--- src/rtl/dual_class_intc.sv ---
module dual_class_intc #(
  parameter int N_SRC = 32,
  parameter int AW    = 4,
  parameter int DW    = 32
) (
  input  logic             clk,
  input  logic             rst_n,
  input  logic [N_SRC-1:0] src_i,
  input  logic             wr_en_i,
  input  logic [AW-1:0]    wr_addr_i,
  input  logic [DW-1:0]    wr_data_i,
  input  logic [AW-1:0]    rd_addr_i,
  output logic [DW-1:0]    rd_data_o,
  output logic             irq_o,
  output logic             fiq_o
);
  localparam int IW = $clog2(N_SRC);
  localparam logic [DW-1:0] NONE = DW'(1) << (DW-1);

  localparam logic [AW-1:0] A_EN   = AW'(0);
  localparam logic [AW-1:0] A_POL  = AW'(1);
  localparam logic [AW-1:0] A_TRG  = AW'(2);
  localparam logic [AW-1:0] A_CLS  = AW'(3);
  localparam logic [AW-1:0] A_CLR  = AW'(4);
  localparam logic [AW-1:0] A_RAW  = AW'(5);
  localparam logic [AW-1:0] A_PND  = AW'(6);
  localparam logic [AW-1:0] A_MSK  = AW'(7);
  localparam logic [AW-1:0] A_NST  = AW'(8);
  localparam logic [AW-1:0] A_FST  = AW'(9);
  localparam logic [AW-1:0] A_NID  = AW'(10);
  localparam logic [AW-1:0] A_FID  = AW'(11);

  logic [N_SRC-1:0] meta_q, sync_q, act_q, edge_q;
  logic [N_SRC-1:0] en_q, pol_q, trg_q, cls_q;
  logic [N_SRC-1:0] act, rise, clr, pend, masked, nrm_st, fst_st;
  logic [DW-1:0]    nrm_id, fst_id;

  function automatic logic [DW-1:0] lowest(input logic [N_SRC-1:0] v);
    logic [DW-1:0] r;
    r = NONE;
    for (int i = N_SRC - 1; i >= 0; i--)
      if (v[i]) r = DW'(i);
    return r;
  endfunction

  always_ff @(posedge clk or negedge rst_n)
    if (!rst_n) begin
      meta_q <= '0;
      sync_q <= '0;
    end else begin
      meta_q <= src_i;
      sync_q <= meta_q;
    end

  assign act  = sync_q ~^ pol_q;
  assign rise = act & ~act_q;
  assign clr  = (wr_en_i && wr_addr_i == A_CLR) ? wr_data_i[N_SRC-1:0] : '0;

  always_ff @(posedge clk or negedge rst_n)
    if (!rst_n) begin
      act_q  <= '0;
      edge_q <= '0;
    end else begin
      act_q  <= act;
      edge_q <= (edge_q & ~clr) | rise;
    end

  always_ff @(posedge clk or negedge rst_n)
    if (!rst_n) begin
      en_q  <= '0;
      pol_q <= '1;
      trg_q <= '0;
      cls_q <= '0;
    end else if (wr_en_i) begin
      case (wr_addr_i)
        A_EN:    en_q  <= wr_data_i[N_SRC-1:0];
        A_POL:   pol_q <= wr_data_i[N_SRC-1:0];
        A_TRG:   trg_q <= wr_data_i[N_SRC-1:0];
        A_CLS:   cls_q <= wr_data_i[N_SRC-1:0];
        default: ;
      endcase
    end

  assign pend   = (trg_q & edge_q) | (~trg_q & act);
  assign masked = pend & en_q;
  assign nrm_st = masked & ~cls_q;
  assign fst_st = masked & cls_q;
  assign nrm_id = lowest(nrm_st);
  assign fst_id = lowest(fst_st);
  assign irq_o  = |nrm_st;
  assign fiq_o  = |fst_st;

  always_comb begin
    case (rd_addr_i)
      A_EN:    rd_data_o = DW'(en_q);
      A_POL:   rd_data_o = DW'(pol_q);
      A_TRG:   rd_data_o = DW'(trg_q);
      A_CLS:   rd_data_o = DW'(cls_q);
      A_RAW:   rd_data_o = DW'(sync_q);
      A_PND:   rd_data_o = DW'(pend);
      A_MSK:   rd_data_o = DW'(masked);
      A_NST:   rd_data_o = DW'(nrm_st);
      A_FST:   rd_data_o = DW'(fst_st);
      A_NID:   rd_data_o = nrm_id;
      A_FID:   rd_data_o = fst_id;
      default: rd_data_o = '0;
    endcase
  end


  latch_needs_edge_chk: assert property (@(posedge clk) disable iff (!rst_n)
    1'b1 |=> ((edge_q & ~$past(edge_q) & ~$past(rise)) == '0));


  clear_takes_chk: assert property (@(posedge clk) disable iff (!rst_n)
    (wr_en_i && wr_addr_i == A_CLR) |=> ((edge_q & $past(wr_data_i[N_SRC-1:0] & ~rise)) == '0));


  nrm_index_chk: assert property (@(posedge clk) disable iff (!rst_n)
    !nrm_id[DW-1] |-> (nrm_st[nrm_id[IW-1:0]] &&
      ((nrm_st & ((N_SRC'(1) << nrm_id[IW-1:0]) - N_SRC'(1))) == '0)));


  fst_index_chk: assert property (@(posedge clk) disable iff (!rst_n)
    !fst_id[DW-1] |-> (fst_st[fst_id[IW-1:0]] &&
      ((fst_st & ((N_SRC'(1) << fst_id[IW-1:0]) - N_SRC'(1))) == '0)));


  empty_class_chk: assert property (@(posedge clk) disable iff (!rst_n)
    (nrm_id[DW-1] && fst_id[DW-1]) |-> (!irq_o && !fiq_o));
endmodule

--- config.mk ---
export PLATFORM = sky130hd
export DESIGN_NAME = dual_class_intc
export DESIGN_NICKNAME = d
export VERILOG_FILES = /design/src/rtl/dual_class_intc.sv
export SDC_FILE = /design/constraint.sdc
export NUM_CORES = 1
export LEC_CHECK = 0
export BUFFER_PORTS_ARGS = -buffer_cell sky130_fd_sc_hd__buf_2
export CELL_PAD_IN_SITES_DETAIL_PLACEMENT = 0
export CELL_PAD_IN_SITES_GLOBAL_PLACEMENT = 2
export CORE_ASPECT_RATIO = 1.5
export CORE_UTILIZATION = 43
export DETAILED_ROUTE_END_ITERATION = 8
export PLACE_DENSITY = 0.95
export SYNTH_ARGS = -nofsm -noshare
export SYNTH_HDL_FRONTEND = slang
export SYNTH_SLANG_ARGS = --single-unit
--- constraint.sdc ---
create_clock -name clk -period 5.3 [get_ports clk]
set_input_delay 1.06 -clock clk [delete_from_list [all_inputs] [get_ports clk]]
set_output_delay 1.06 -clock clk [all_outputs]
set_load 0.05 [all_outputs]
# Yosys cells after proc, flatten, opt, wreduce, memory -nomap -nowiden
# Index checks and enable logic that the tools add are counted.
word_totals:
  regBits: 256
op_classes:
  n_eq_ne: 14
  n_bitwise: 14
  n_reduce_logical: 9
  muxes: 66
op_table:
  columns: ["operator", "count"]
  rows:
  - ["$mux 32", 65]
  - ["$pmux 32 s11", 1]
  - ["$and 32x32->32", 7]
  - ["$not 32->32", 4]
  - ["$or 32x32->32", 2]
  - ["$reduce_or 32->1", 2]
  - ["$xnor 32x32->32", 1]
  - ["$eq 4x2->1 const B", 4]
  - ["$eq 4x3->1 const B", 4]
  - ["$eq 4x4->1 const B", 4]
  - ["$eq 4x1->1 const B", 2]
  - ["$logic_not 4->1", 2]
  - ["$reduce_and 2->1", 4]
  - ["$logic_and 1x1->1", 1]

# Logic depth before layout (Yosys ltp)
# Gate-level depths: netlist of run 1.
logic_depth:
  word_depth: 38
  mapped_depth: 11

# Worst setup path after synthesis of run 1
# No wires, ideal clock.
synth_path:
  path_kind: "input port to output port"
  from: "input port rd_addr_i[1]"
  to: "output port rd_data_o[4]"
  path_stages: 6
  path_slack_ps: 507
  t_required_ps: 4240
  n_path_buf: 2
  arrival_ps: 3733
  path_cell_list: "buf_2 buf_1 nand4b_1 a21oi_1 nand3_1 o41ai_1"
synth_between:
  elab_chain_cells: 2
  word_cells_on_any_way: 12
  cone_classes: "eq/ne (10); mux (1); reduce/logical (1)"
synth_rtl:
  columns: ["item", "line_no", "text"]
  rows:
  - ["from (decl)", "12", "input logic [AW-1:0] rd_addr_i,"]
  - ["$eq 4x4->1 (tied with other cells)", "94", "case (rd_addr_i)"]
  - ["$pmux 32 s11 (*)", "94", null]
  - ["to (decl)", "13", "output logic [DW-1:0] rd_data_o,"]
# Every way passes the cells marked *; elsewhere a longest branch is shown, timed or not.

# Final worst setup path of run 1
layout_path:
  from: "input port rd_addr_i[1]"
  to: "output port rd_data_o[3]"
# Same word-level chain as after synthesis.

==> out/metrics.yaml, run 1 <==
status: "complete, no violations"
grt_pass1_wl_mm: 53.5
cts_tree: "done"
die_area_um2: 30000
drv_cap: 0
crit_path_max_incr_delay_ns: 0.54
row_count: 76
num_vias: 9431
drc: 0
final_nets: 1336
gr-total-overflow: 0
fin_skew_ns: 0.0183
yosysTopAreaCell: "dfrtp_1"
grt_max_degree: 131
power.leakage_uw: 0.00648
cp-end-kind: "output port"
yosysMostFrequentCell: "dfrtp_1"
slew_viol_final: 0
die_w_um: 142
drt-pass1-iter-count: 7
ys_top_cells_by_count: "dfrtp_1, mux2_2, nand2_1"
ctsLongestPathBuffers: 3
utilization: 0.506
grtUsageTotal: 0.233
cts_resized: 0
cts_made_buffers: 26
period_needed_ns: 4.61
setup_violations: 0
h-tree-depth: 1
peakVddDrop_mv: 0.251
powerDensity_nw_per_um2: 431
max_clock_freq_ghz: 0.217
synth_top_area_frac: 0.445
clkSinkCount: 256
synth.distinct_cells: 74
path_cells: "buf_2, buf_4, mux4_2, nor2b_1, a31oi_1, o22ai_1, a311o_1, buf_12"
drtIter0Drc: 535
hold_buffers: 0
worstPathArrival_ns: 3.55
synthCells: 1154
cp-start-kind: "input pin"
start_util: 0.437
synth-async-reset-ratio: 1.00
antenna_found_initial: 2
rsz0062_at_grt: "false"
tns_ns: 0
core_um2: 28800
synth-edff-count: 0
io_buffers: 108
ys_top_cells_by_area: "dfrtp_1, mux2_2, dfstp_2"
wl_mm: 34.1
path_max_fanout: 25
routedWlPerCell_um: 20.4
setup.worst_path.class: "input pin to output port"
place_congestion: 0.858
ys_seq_area_frac: 0.512
yosysWarningCount: 0
ys_ff_latch: 256
tightest_slew_ns: 1.16
hold_violations: 0
insertion_delay_ns: 0.55
syn_nets: 1229
viasPerCell: 5.64
layout-drive-gt1-share: 0.296
clockRootBuffer: "clkbuf_16"
post-route-period-util: 0.870
avgSynthCellArea_um2: 10.9
fp.dieH_um: 212
synth_ff_type: "dfrtp_1"
area_delta_synth_final_pct: 15.6
hpwl_mm: 23.2
cp_data_required_time_ns: 4.24
slew_headroom: 0.225
netlist_area_um2: 12600
drtAntennaViolNets: 0
hold_class: "flip-flop to flip-flop"
post_cts_buffers: 0
worst_path_max_delay_cell: "buf_2"
ioPinCount: 109
cts.clk_slew.worst_paths_ns: 0.06
grt_pass1_vias: 9555
## kinds of logic after synthesis
group           Yosys count  synth area share
compound gates          313             0.163
xor+xnor                 64            0.0457
buf+inv                 106            0.0321
flops                   256             0.512
mux                     160             0.149
simple gates            255            0.0996
## where the power goes
group | total, uW | internal [uW] | leakage [uW] | switching (uW)
combinational | 1650 | 696 | 0.00313 | 953
sequential | 2670 | 2340 | 0.00292 | 337
clock | 1960 | 1140 | 0.000433 | 814
## sequential cells by signal, summed over array words and instances (netlist names)
register / count
act_q: 32
cls_q: 32
edge_q: 32
en_q: 32
meta_q: 32
pol_q: 32
sync_q: 32
trg_q: 32
## layer usage
| metal | vias to the layer above | routed length [um] | track usage |
|---|---|---|---|
| met1 | 4722 | 13800 | 0.282 |
| met4 | 0 | 1010 | 0.0949 |
| met5 | - | 0 | 0 |
| met2 | 234 | 17900 | 0.416 |
| li1 | 4410 | - | - |
| met3 | 65 | 1400 | 0.0310 |
## placed cells by master (no fill, tap or decap), types with 9 or more instances in the layout
cell type    n
nand2b_1    20
nor2_1      24
a222oi_1    26
a31oi_1      9
clkbuf_16   27
a21oi_1     43
nand3b_1    16
o21ai_1     38
dfrtp_1    224
o22ai_1      9
nand2_1    117
o211ai_1     9
buf_4       20
nand3_1     16
dfstp_2     32
mux2_2     153
xor2_1      54
inv_1       57
a22o_1      26
buf_2      105
o21ai_0     98
## worst max-delay path: cells and delay by family
family	cells	cell delay [ns]
buffers and inverters	3	1.14
AOI/OAI and AO/OA	3	0.66
muxes	1	0.53
and+or+nand+nor	1	0.14
## path summary, 6_finish.rpt
kind	start	endpoint	slack, ns	cells past startpoint
setup reg to reg	pol_q[18]	edge_q[18]	4.13	2
min in group asynchronous	rst_n	meta_q[1]	0.56	1
hold / removal	meta_q[4]	sync_q[4]	0.35	0
hold reg to reg	meta_q[4]	sync_q[4]	0.35	0
setup / recovery	rd_addr_i[1]	rd_data_o[3]	0.69	8
max in group asynchronous	rst_n	pol_q[11]	3.53	2
## stage by stage
stage	hold slack, ns	std cells	setup WS (ns)	total power (uW)	cell area (um2)
2_1_floorplan	0.331	1154	0.507	3820	12600
3_3_place_gp	0.332	1623	0.680	4320	13700
3_5_place_dp	0.335	1623	0.682	4350	13700
4_1_cts	0.350	1670	0.683	6340	14600
5_1_grt	0.359	1672	0.561	6610	14600
6_report	0.348	1672	0.688	6280	14600
## cell type report
cell class / count / area [um2]
Sequential cell: 256 / 6450
Multi-Input combinational cell: 792 / 5780
Clock inverter: 17 / 208
Tap cell: 390 / 488
Clock buffer: 30 / 697
Timing Repair Buffer: 128 / 731
Fill cell: 2659 / 14200
Inverter: 57 / 214
Antenna cell: 2 / 5.00
No activity file was read; power rests on OpenSTA's default activity.
==> run 2, diff against run 1 <==
--- a/config.mk
+++ b/config.mk
@@ -5,13 +5,14 @@
 export SDC_FILE = /design/constraint.sdc
 export NUM_CORES = 1
 export LEC_CHECK = 0
-export BUFFER_PORTS_ARGS = -buffer_cell sky130_fd_sc_hd__buf_2
+export BUFFER_PORTS_ARGS = -buffer_cell sky130_fd_sc_hd__clkbuf_2
 export CELL_PAD_IN_SITES_DETAIL_PLACEMENT = 0
 export CELL_PAD_IN_SITES_GLOBAL_PLACEMENT = 2
 export CORE_ASPECT_RATIO = 1.5
 export CORE_UTILIZATION = 43
 export DETAILED_ROUTE_END_ITERATION = 8
 export PLACE_DENSITY = 0.95
+export REMOVE_ABC_BUFFERS = 1
 export SYNTH_ARGS = -nofsm -noshare
 export SYNTH_HDL_FRONTEND = slang
 export SYNTH_SLANG_ARGS = --single-unit
==> out/metrics.yaml, run 2 (same netlist as run 1, synthesis figures left out) <==
max_clock_freq_ghz: 0.216  # was 0.217 GHz
layout-drive-gt1-share: 0.296  # about the same
slew_viol_final: 0  # unchanged
worstReg2RegEnd: "edge_q[18]"  # unchanged
io_buffers: 108  # unchanged
diodes: 0  # was 2
tns_ns: 0  # unchanged
hold_violations: 0  # unchanged
clkSinkCount: 256  # unchanged
setup.worst_path.start: "pol_q[2]"  # was rd_addr_i[1]
grt_pass1_vias: 9946  # was 9555
cts_made_buffers: 25  # was 26
setup_violations: 0  # unchanged
start_util: 0.437  # unchanged
die_area_um2: 30000  # unchanged
reg2reg_depth: 2  # unchanged
rsz0062_at_grt: "false"  # unchanged
row_count: 76  # unchanged
r2r_start: "pol_q[18]"  # unchanged
cp-end-kind: "output port"  # unchanged
p_total_uw: 6270  # was 6280 uW
period_needed_ns: 4.62  # was 4.61 ns
wl_mm: 35.2  # was 34.1 mm
drtAntennaViolNets: 0  # unchanged
slew_headroom: 0.325  # was 0.225
h-tree-depth: 1  # unchanged
drt-pass1-iter-count: 8  # was 7
area_delta_synth_final_pct: 18.4  # was 15.6%
worstPathArrival_ns: 3.56  # was 3.55 ns
drtIter0Drc: 754  # was 535
gr-total-overflow: 0  # unchanged
final_nets: 1337  # was 1336
ctsLongestPathBuffers: 3  # unchanged
peakVddDrop_mv: 0.278  # was 0.251 mV
antenna_found_initial: 0  # was 2
drc: 0  # unchanged
cts.clk_slew.worst_paths_ns: 0.07  # was 0.06 ns
cp_data_required_time_ns: 4.24  # about the same
place_congestion: 0.882  # was 0.858
post_cts_buffers: 0  # unchanged
fin_cells: 1671  # was 1672
cp-start-kind: "flip-flop"  # was input pin
num_vias: 9568  # was 9431
fp.dieH_um: 212  # unchanged
layout_commonest_cell: "dfrtp_1"  # unchanged
layout_setup_ws_ns: 0.680  # was 0.688 ns
tightest_slew_ns: 1.01  # was 1.16 ns
grtUsageTotal: 0.241  # was 0.233
design_area_um2: 14900  # was 14600 um2
clockRootBuffer: "clkbuf_16"  # unchanged
setup.worst_path.class: "flip-flop to output port"  # was input pin to output port
grt_pass1_wl_mm: 55.2  # was 53.5 mm
pre_cts_slack_ns: 0.849  # was 0.682 ns
viasPerCell: 5.73  # was 5.64
hold_class: "flip-flop to flip-flop"  # unchanged
grt_max_degree: 118  # was 131
hold_buffers: 0  # unchanged
cp-endpoint: "rd_data_o[4]"  # was rd_data_o[3]
cts_tree: "done"  # unchanged
post-route-period-util: 0.872  # was 0.870
path_max_fanout: 5  # was 25
dp.cells: 1625  # was 1623
drv_cap: 0  # unchanged
post_dp_cell_area_um2: 14100  # was 13700 um2
powerDensity_nw_per_um2: 420  # was 431 nW/um2
status: "complete, no violations"  # unchanged
power.leakage_uw: 0.00657  # was 0.00648 uW
mostFrequentLayoutCells: "dfrtp_1, mux2_2, nand2_1, o21ai_0, clkbuf_2"  # was dfrtp_1, mux2_2, nand2_1, buf_2, o21ai_0
cts_resized: 0  # unchanged
insertion_delay_ns: 0.54  # was 0.55 ns
fin_skew_ns: 0.00562  # was 0.0183 ns
ioPinCount: 109  # unchanged
ff2ff_setup_slack_ns: 4.10  # was 4.13 ns
die_w_um: 142  # unchanged
core_um2: 28800  # unchanged
hpwl_mm: 24.2  # was 23.2 mm
routedWlPerCell_um: 21.1  # was 20.4 um
## run 2: cell count changes in the layout (fill, tap and decap cells not counted), sizes merged
| cell | change |
|---|---|
| buf | -74 |
| bufinv | -3 |
| inv | +1 |
| diode | -2 |
| clkbuf | +79 |
| clkinvlp | -1 |
| clkinv | -1 |
## run 2: per-layer routing
layer	track usage	part of all wire	up-vias
met5	0	0	-
met4	0.105	0.037	0
met3	0.0253	0.044	83
met2	0.426	0.51	281
met1	0.297	0.41	4810
li1	-	-	4394
## run 2: how the worst min path moves through the flow
stage	cells after the start	from	to
final	0	meta_q[25]	sync_q[25]
after detailed placement	0	meta_q[14]	sync_q[14]
after floorplan	0	meta_q[0]	sync_q[0]
after global routing	0	meta_q[25]	sync_q[25]
after global placement	0	meta_q[20]	sync_q[20]
after CTS	0	meta_q[27]	sync_q[27]
## run 2: final cells by class
class,instances,area (um2)
Clock buffer,33,706
Clock inverter,13,108
Fill cell,2552,13900
Inverter,57,214
Multi-Input combinational cell,792,5780
Sequential cell,256,6450
Tap cell,390,488
Timing Repair Buffer,130,1180
## run 2: worst max-delay path, stage by stage, from the launching register on
cell and delay, ns:
dfstp_2 0.57, xor2_1 0.26, nor2_1 0.09, o211ai_1 0.38, nand2_1 0.19, nor3_1 0.36
nand3_1 0.14, o41ai_1 0.79, buf_12 0.22
## run 2: stage by stage
| step | utilization | hold WS [ns] |
|---|---|---|
| floorplan | - | 0.331 |
| global placement | 0.490 | 0.332 |
| detailed placement | 0.490 | 0.335 |
| CTS | 0.518 | 0.348 |
| global route | 0.518 | 0.347 |
| finish | 0.518 | 0.345 |
## run 2: report_power, final
group          switching (uW)  leakage (uW)  internal, uW
logic                    1000       0.00325           812
registers                 348       0.00292          2340
clock network             776      0.000395           991
==> run 3, diff against run 2 <==
==> config.mk (replaced) <==
export PLATFORM = sky130hd
export DESIGN_NAME = dual_class_intc
export DESIGN_NICKNAME = d
export VERILOG_FILES = /design/src/rtl/dual_class_intc.sv
export SDC_FILE = /design/constraint.sdc
export NUM_CORES = 1
export LEC_CHECK = 0
export CELL_PAD_IN_SITES_DETAIL_PLACEMENT = 0
export CELL_PAD_IN_SITES_GLOBAL_PLACEMENT = 2
export CORE_ASPECT_RATIO = 1.5
export CORE_UTILIZATION = 46
export DETAILED_ROUTE_END_ITERATION = 8
export DONT_BUFFER_PORTS = 1
export PLACE_DENSITY = 0.95
export SYNTH_ARGS = -nofsm -noshare
export SYNTH_HDL_FRONTEND = slang
export SYNTH_SLANG_ARGS = --single-unit
==> constraint.sdc (replaced) <==
create_clock -name clk -period 5.3 [get_ports clk]
set_input_delay 1.59 -clock clk [delete_from_list [all_inputs] [get_ports clk]]
set_output_delay 1.59 -clock clk [all_outputs]
set_load 0.05 [all_outputs]
==> out/metrics.yaml, run 3 (same netlist as run 1, synthesis figures left out) <==
cts_made_buffers: 26  # was 25
viasPerCell: 5.97  # was 5.73
tns_ns: 0  # unchanged
ctsLongestPathBuffers: 3  # unchanged
mostFrequentLayoutCells: "dfrtp_1, mux2_2, nand2_1, o21ai_0, inv_1"  # was dfrtp_1, mux2_2, nand2_1, o21ai_0, clkbuf_2
setup_violations: 0  # unchanged
worstReg2RegEnd: "edge_q[18]"  # unchanged
cp-end-kind: "output port"  # unchanged
num_vias: 9188  # was 9568
multi_input_area_um2: 5790  # was 5780 um2
tightest_slew_ns: 0.838  # was 1.01 ns
hold_buffers: 0  # unchanged
hold_depth: 0  # unchanged
holdPathEnd: "sync_q[0]"  # was sync_q[25]
routedWlPerCell_um: 21.4  # was 21.1 um
cts_tree: "done"  # unchanged
post_cts_buffers: 0  # unchanged
grt_pass1_wl_mm: 52.8  # was 55.2 mm
hold_class: "flip-flop to flip-flop"  # unchanged
reg2reg_depth: 2  # unchanged
insertion_delay_ns: 0.55  # was 0.54 ns
place_congestion: 0.907  # was 0.882
io_buffers: 0  # was 108
cts.clk_slew.worst_paths_ns: 0.06  # was 0.07 ns
peakVddDrop_mv: 0.305  # was 0.278 mV
gr-total-overflow: 0  # unchanged
period_needed_ns: 4.99  # was 4.62 ns
powerDensity_nw_per_um2: 435  # was 420 nW/um2
p_total_uw: 6180  # was 6270 uW
status: "complete, no violations"  # unchanged
seqCellArea_um2: 6450  # unchanged
min-delay-start: "meta_q[0]"  # was meta_q[25]
diodes: 0  # unchanged
core_um2: 26700  # was 28800 um2
final_nets: 1258  # was 1337
antenna_found_initial: 0  # unchanged
layout-drive-gt1-share: 0.248  # was 0.296
hold_ws_ns: 0.344  # was 0.345 ns
wl_mm: 33.0  # was 35.2 mm
row_count: 73  # was 76
path_max_fanout: 5  # unchanged
drtIter0Drc: 631  # was 754
r2r_start: "pol_q[18]"  # unchanged
cp_data_required_time_ns: 3.71  # was 4.24 ns
fp.dieH_um: 205  # was 212 um
drv_cap: 0  # unchanged
clockRootBuffer: "clkbuf_16"  # unchanged
drtAntennaViolNets: 0  # unchanged
grt_pass1_vias: 9599  # was 9946
utilization: 0.533  # was 0.518
die_w_um: 137  # was 142 um
cp-start-kind: "flip-flop"  # unchanged
grt_max_degree: 257  # was 118
fin_skew_ns: 0.0107  # was 0.00562 ns
max_clock_freq_ghz: 0.200  # was 0.216 GHz
post-route-period-util: 0.941  # was 0.872
ff2ff_setup_slack_ns: 4.05  # was 4.10 ns
num-fill-cells: 2392  # was 2552
grtUsageTotal: 0.246  # was 0.241
layout_commonest_cell: "dfrtp_1"  # unchanged
power.leakage_uw: 0.00618  # was 0.00657 uW
die_area_um2: 28100  # was 30000 um2
clkSinkCount: 256  # unchanged
rsz0062_at_grt: "false"  # unchanged
start_util: 0.472  # was 0.437
slew_headroom: 0.441  # was 0.325
hpwl_mm: 22.4  # was 24.2 mm
hold_violations: 0  # unchanged
setup.worst_path.class: "flip-flop to output port"  # unchanged
h-tree-depth: 1  # unchanged
ioPinCount: 109  # unchanged
drt-pass1-iter-count: 9  # was 8
drc: 0  # unchanged
area_delta_synth_final_pct: 12.8  # was 18.4%
cts_resized: 0  # unchanged
slew_viol_final: 0  # unchanged
worstPathArrival_ns: 3.40  # was 3.56 ns
-- run 3: changes by cell type in the layout (fill, tap and decap cells not counted), sizes merged --
cell | previous run | this run
buf | 54 | 50
bufinv | 1 | 3
clkbuf | 109 | 36
clkinv | 6 | 4
clkinvlp | 4 | 3
-- run 3: through the flow --
stage	area, um2	cells	worst slack, ns
floorplan	12600	1154	0.0284
global placement	13300	1492	0.442
detailed placement	13300	1492	0.393
CTS	14200	1540	0.315
global route	14200	1540	0.134
finish	14200	1540	0.312
-- run 3: area by class of cell --
class                           instances  share of cell area
Inverter                               57              0.0151
Multi-Input combinational cell        792               0.407
Tap cell                              337              0.0297
Sequential cell                       256               0.454
Timing Repair Buffer                   50              0.0326
Clock inverter                         12              0.0106
Clock buffer                           36              0.0513
-- run 3: how the worst max path moves through the flow --
stage,from,endpoint,slack (ns),cells past startpoint
after floorplan,rd_addr_i[0],rd_data_o[19],0.03,9
after global placement,rd_addr_i[1],rd_data_o[4],0.44,7
after detailed placement,rd_addr_i[1],rd_data_o[1],0.39,8
after CTS,pol_q[8],rd_data_o[31],0.32,9
after global routing,pol_q[8],rd_data_o[31],0.13,9
final,pol_q[8],rd_data_o[31],0.31,9
-- run 3: power by group --
group | switching (uW) | internal (uW)
Clock | 780 | 1110
Sequential | 339 | 2340
Combinational | 894 | 720
-- run 3: routing by layer --
metal  up-vias  wire, um  global-route usage
met5         -         0                   0
met4         0      1150               0.104
met3        72      1730              0.0389
met2       239     17000               0.430
met1      4628     13100               0.296
li1       4249         -                   -
-- run 3: critical path: stages, from the launching register on --
cell and delay, ns:
dfstp_2 0.54, xor2_1 0.33, o32ai_1 0.26, a31oi_1 0.30, nand3_1 0.17, nor3_1 0.34, nand3_1 0.11, or2_1 0.24
o211ai_1 0.37, buf_12 0.19
